==> config.mk <==
export PLATFORM = sky130hd
export DESIGN_NAME = root_port_status
export DESIGN_NICKNAME = d
export VERILOG_FILES = /design/src/rtl/rps_pkg.sv /design/src/rtl/rps_ctrl.sv /design/src/rtl/rps_dp.sv /design/src/rtl/root_port_status.sv
export SDC_FILE = /design/constraint.sdc
export NUM_CORES = 1
export LEC_CHECK = 0
export BUFFER_PORTS_ARGS = -buffer_cell sky130_fd_sc_hd__buf_2
export CAP_MARGIN = 10
export CORE_MARGIN = 2
export CORE_UTILIZATION = 30
export DETAILED_ROUTE_END_ITERATION = 10
export PLACE_DENSITY = 0.68
export SYNTH_ARGS = -nofsm -noshare
export SYNTH_HDL_FRONTEND = slang
export SYNTH_SLANG_ARGS = --single-unit
==> constraint.sdc <==
create_clock -name clk -period 1.7 [get_ports clk]
set_input_delay 0.085 -clock clk [delete_from_list [all_inputs] [get_ports clk]]
set_output_delay 0.085 -clock clk [all_outputs]
set_load 0.05 [all_outputs]
==> src/rtl/rps_pkg.sv <==
package rps_pkg;
  localparam int REG_W      = 32;
  localparam int BIT_CONN   = 0;
  localparam int BIT_EN     = 1;
  localparam int BIT_RST    = 4;
  localparam int LINK_LSB   = 5;
  localparam int LINK_W     = 4;
  localparam int BIT_CCHG   = 16;
  localparam int BIT_RCHG   = 17;
  localparam logic [LINK_W-1:0] LINK_U0    = 4'd0;
  localparam logic [LINK_W-1:0] LINK_RXDET = 4'd5;
  localparam logic [LINK_W-1:0] LINK_POLL  = 4'd7;

  typedef struct packed {
    logic attach;
    logic detach;
    logic startRst;
    logic rstDone;
    logic clrConnChg;
    logic clrRstChg;
  } portStrobe_t;
endpackage

==> src/rtl/rps_ctrl.sv <==
module rps_ctrl
  import rps_pkg::*;
#(
  parameter int RESET_CYCLES = 8
) (
  input  logic             clk,
  input  logic             rstN,
  input  logic             connIn,
  input  logic             regWr,
  input  logic [REG_W-1:0] regWrData,
  input  logic             connected,
  input  logic             resetting,
  output portStrobe_t      strobe
);
  localparam int CNT_W = (RESET_CYCLES > 1) ? $clog2(RESET_CYCLES) : 1;
  localparam logic [CNT_W-1:0] CNT_LOAD = CNT_W'(RESET_CYCLES - 1);

  logic [CNT_W-1:0] rstCnt;
  logic detachNow;

  assign detachNow = ~connIn & connected;

  always_comb begin
    strobe            = '0;
    strobe.attach     = connIn & ~connected;
    strobe.detach     = detachNow;
    strobe.startRst   = regWr & regWrData[BIT_RST] & connected & ~resetting & ~detachNow;
    strobe.rstDone    = resetting & (rstCnt == '0) & ~detachNow;
    strobe.clrConnChg = regWr & regWrData[BIT_CCHG];
    strobe.clrRstChg  = regWr & regWrData[BIT_RCHG];
  end

  always_ff @(posedge clk) begin
    if (!rstN) begin
      rstCnt <= '0;
    end else if (strobe.startRst) begin
      rstCnt <= CNT_LOAD;
    end else if (resetting && rstCnt != '0) begin
      rstCnt <= rstCnt - 1'b1;
    end
  end


  start_needs_conn_chk: assert property (@(posedge clk) disable iff (!rstN)
    strobe.startRst |-> (connected && !resetting));


  cnt_load_chk: assert property (@(posedge clk) disable iff (!rstN)
    strobe.startRst |=> (rstCnt == CNT_LOAD));
endmodule

==> src/rtl/rps_dp.sv <==
module rps_dp
  import rps_pkg::*;
#(
  parameter int PORT_W  = 4,
  parameter int PORT_ID = 3
) (
  input  logic              clk,
  input  logic              rstN,
  input  portStrobe_t       strobe,
  output logic              connected,
  output logic              resetting,
  output logic [REG_W-1:0]  regRdData,
  output logic              evtValid,
  output logic [PORT_W-1:0] evtPort
);
  logic              enabled;
  logic [LINK_W-1:0] linkState;
  logic              connChg;
  logic              rstChg;
  logic              changePrev;
  logic              changeAny;

  always_ff @(posedge clk) begin
    if (!rstN) begin
      connected <= 1'b0;
      enabled   <= 1'b0;
      resetting <= 1'b0;
      linkState <= LINK_RXDET;
    end else if (strobe.detach) begin
      connected <= 1'b0;
      enabled   <= 1'b0;
      resetting <= 1'b0;
      linkState <= LINK_RXDET;
    end else if (strobe.attach) begin
      connected <= 1'b1;
      enabled   <= 1'b0;
      resetting <= 1'b0;
      linkState <= LINK_POLL;
    end else if (strobe.rstDone) begin
      resetting <= 1'b0;
      enabled   <= 1'b1;
      linkState <= LINK_U0;
    end else if (strobe.startRst) begin
      resetting <= 1'b1;
    end
  end

  always_ff @(posedge clk) begin
    if (!rstN) begin
      connChg    <= 1'b0;
      rstChg     <= 1'b0;
      changePrev <= 1'b0;
    end else begin
      if (strobe.attach || strobe.detach) connChg <= 1'b1;
      else if (strobe.clrConnChg)         connChg <= 1'b0;
      if (strobe.rstDone)                 rstChg <= 1'b1;
      else if (strobe.clrRstChg)          rstChg <= 1'b0;
      changePrev <= changeAny;
    end
  end

  assign changeAny = connChg | rstChg;
  assign evtValid  = changeAny & ~changePrev;
  assign evtPort   = PORT_W'(PORT_ID);

  always_comb begin
    regRdData                        = '0;
    regRdData[BIT_CONN]              = connected;
    regRdData[BIT_EN]                = enabled;
    regRdData[BIT_RST]               = resetting;
    regRdData[LINK_LSB +: LINK_W]    = linkState;
    regRdData[BIT_CCHG]              = connChg;
    regRdData[BIT_RCHG]              = rstChg;
  end


  reset_only_when_conn_chk: assert property (@(posedge clk) disable iff (!rstN)
    $rose(resetting) |-> $past(connected));


  reset_done_state_chk: assert property (@(posedge clk) disable iff (!rstN)
    ($fell(resetting) && connected) |-> (rstChg && enabled && linkState == LINK_U0));


  detach_state_chk: assert property (@(posedge clk) disable iff (!rstN)
    $fell(connected) |-> (connChg && !enabled && !resetting && linkState == LINK_RXDET));


  enabled_needs_conn_chk: assert property (@(posedge clk) disable iff (!rstN)
    enabled |-> connected);


  single_event_chk: assert property (@(posedge clk) disable iff (!rstN)
    evtValid |=> !evtValid);
endmodule

==> src/rtl/root_port_status.sv <==
module root_port_status
  import rps_pkg::*;
#(
  parameter int RESET_CYCLES = 8,
  parameter int PORT_W       = 4,
  parameter int PORT_ID      = 3
) (
  input  logic              clk,
  input  logic              rstN,
  input  logic              connIn,
  input  logic              regWr,
  input  logic [31:0]       regWrData,
  output logic [31:0]       regRdData,
  output logic              evtValid,
  output logic [PORT_W-1:0] evtPort
);
  portStrobe_t strobe;
  logic connected;
  logic resetting;

  rps_ctrl #(.RESET_CYCLES(RESET_CYCLES)) u_ctrl (
    .clk       (clk),
    .rstN      (rstN),
    .connIn    (connIn),
    .regWr     (regWr),
    .regWrData (regWrData),
    .connected (connected),
    .resetting (resetting),
    .strobe    (strobe)
  );

  rps_dp #(.PORT_W(PORT_W), .PORT_ID(PORT_ID)) u_dp (
    .clk       (clk),
    .rstN      (rstN),
    .strobe    (strobe),
    .connected (connected),
    .resetting (resetting),
    .regRdData (regRdData),
    .evtValid  (evtValid),
    .evtPort   (evtPort)
  );
endmodule

==> results.sh <==
export IMPL_status="completed"
export IMPL_fmax_ghz=0.706
export IMPL_drc=0
export IMPL_period_share=0.833
export IMPL_dpl_instance_area_um2=736
export IMPL_pwr_share_comb=0.367
export IMPL_ctsHoldBuffers=0
export IMPL_ctsHtreeMaxLevel=1
export IMPL_grt_pass1_wl_mm=1.75
export IMPL_clock_sinks=11
export IMPL_drive_gt1_frac=0.240
export IMPL_io_buffers=15
export IMPL_cts_tree="built"
export IMPL_vias_per_cell=3.88
export IMPL_final_util=0.305
export IMPL_finalMaxSlewViolations=0
export IMPL_root_buffer="clkbuf_4"
export IMPL_yosysUniqueCellTypes=25
export IMPL_synth_edff_count=0
export IMPL_grt_setup_unrepaired="false"
export IMPL_start_kind="flip-flop"
export IMPL_antenna_cells=0
export IMPL_stdcell_count=130
export IMPL_synthFlopType="dfxtp_1"
export IMPL_end_kind="flip-flop"
export IMPL_syn_inst=90
export IMPL_synth_top_cell_by_area="buf_4"
export IMPL_place_ws_ns=0.295
export IMPL_fin_area_um2=762
export IMPL_power_share_clock=0.245
export IMPL_report_final_hold_viol_count=0
export IMPL_worstSetupPathType="flip-flop to flip-flop"
export IMPL_ys_warn_count=0
export IMPL_start_util=0.317
export IMPL_synth_seq_cells=11
export IMPL_row_count=18
export IMPL_path_max_fanout=3
export IMPL_grt_use_total=0.0728
export IMPL_gp_congestion=0.764
export IMPL_coreArea_um2=2500
export IMPL_clock_latency_ns=0.27
export IMPL_fin_crit_ns=1.42
export IMPL_min_path_cells=4
export IMPL_dr_pass1_iters=6
export IMPL_setup_tns_ns=0
export IMPL_grt_antenna_before_repair=0
export IMPL_required_ns=1.90
export IMPL_cts_setup_buffers=0
export IMPL_p_int_mw=0.412
export IMPL_dp_hpwl_um=948
export IMPL_seq_power_share=0.387
export IMPL_io_pins=73
export IMPL_max_cap_viol_count=0
export IMPL_area_delta_synth_final_pct=-3.79
export IMPL_synth_avg_cell_area_um2=8.80
export IMPL_r2r_cells=5
export IMPL_nets=141
export IMPL_yosysSeqAreaShare=0.278
export IMPL_clock_path_buffers=2
export IMPL_synth_most_common_cell="buf_4"
export IMPL_synth_commonest_cells="34 x buf_4, 11 x dfxtp_1, 8 x nor2_1"
export IMPL_cp_arrival_ns=1.62
export IMPL_die_area_um2=3070
export IMPL_grt_max_degree=12
export IMPL_peakVddDrop_v=0.000309
export IMPL_setup_viol=0
export IMPL_finalPower_mw=0.731
export IMPL_dp_cells=126
export IMPL_syn_cell_area_um2=792
export IMPL_first_global_vias=427
export IMPL_ys_top_cells_by_area="buf_4 32%, dfxtp_1 28%, ha_1 6.3%"
export IMPL_async_flop_share=0
export IMPL_vias=505
export IMPL_finClkSkew_ns=0.00275
export IMPL_whs_ns=0.0939
export IMPL_die_height_um=55.4
export IMPL_leakage_nw=0.391
export IMPL_power_density_nw_per_um2=959
export IMPL_netlist_area_leader_share=0.322
export IMPL_cts_buffers=3
export IMPL_cts_resized=0
export IMPL_hp_class="input pin to flip-flop"
export IMPL_drtIter0Drc=3
export IMPL_finalWorstSetupSlack_ns=0.283
export IMPL_switching_share=0.436
export IMPL_fp_dieW_um=55.4
export IMPL_path_clk_slew_ns=0.07
export IMPL_power_switching_mw=0.319
export IMPL_drt_wirelength_per_cell_um=8.93
export IMPL_drt_wl_total_mm=1.16
export IMPL_grt_overflow_total=0
export IMPL_drtAntennaViolNets=0
export IMPL_rrSetupSlack_ns=0.28
## critical path: stages (launching register included)
cell,delay (ns)
dfxtp_1,0.31
inv_1,0.12
ha_1,0.21
nor2b_2,0.25
mux2_4,0.32
a21oi_1,0.14
## cell type report
class,count,area (um^2)
clock buffer,4,26.3
fill,260,1740
inverter,4,15.0
multi-input combinational,66,388
sequential,11,220
tap,30,37.5
timing repair buffer,15,75.1
## power by group through the flow
stage	sequential (mW)	combinational [mW]	clock, mW
after floorplan	0.295	0.288	0
after global placement	0.288	0.263	0
after detailed placement	0.289	0.268	0
after CTS	0.283	0.269	0.182
after global routing	0.285	0.283	0.193
final	0.283	0.268	0.179
## metal layers
metal | share of wire | track usage | vias to the layer above
met3 | 0.11 | 0.0328 | 2
li1 | - | - | 245
met1 | 0.39 | 0.0768 | 228
met4 | 0.016 | 0.0453 | 0
met5 | 0 | 0 | -
met2 | 0.49 | 0.117 | 30
## cells in the final DEF, fill, tap and decap left out, drive strengths merged
cell and count:
o21a 2, ha 4, dfxtp 11, nand2b 1, and4b 1, a21boi 3
nor2b 3, a21oi 3, mux2 1, nor2 8, inv 4, o31ai 2
conb 28, buf 15, nand2 4, nor4bb 1, clkbuf 4, nor4 1
o31a 1, nand3b 1, and2 1, xnor2 1
## cells by family (layout without fill, tap and decap cells)
| kind of cell | after synthesis | after routing | synth area share |
|---|---|---|---|
| buffers and inverters | 39 | 23 | 0.355 |
| AND/OR/NAND/NOR | 21 | 21 | 0.167 |
| AO/OA/AOI/OAI | 11 | 11 | 0.0963 |
| flip-flops | 11 | 11 | 0.278 |
| adder cells (fa/ha/maj) | 4 | 4 | 0.0632 |
| other | 2 | 28 | 0.00948 |
| XOR/XNOR | 1 | 1 | 0.0111 |
| multiplexers | 1 | 1 | 0.0190 |
## path summary, 6_finish.rpt
check,startpoint,end
worst max-delay path,u_ctrl.rstCnt[0],u_ctrl.rstCnt[1]
worst min-delay path,regWrData[16],u_dp.connChg
worst max register to register,u_ctrl.rstCnt[0],u_ctrl.rstCnt[1]
worst min register to register,u_dp.linkState[0],u_dp.linkState[0]
## registers in the layout (all words and copies together) (netlist names)
register	count
u_ctrl.rstCnt	3
u_dp.changePrev	1
u_dp.connChg	1
u_dp.connected	1
u_dp.enabled	1
u_dp.linkState	2
u_dp.resetting	1
u_dp.rstChg	1
Power figures use the tool's default switching activity.
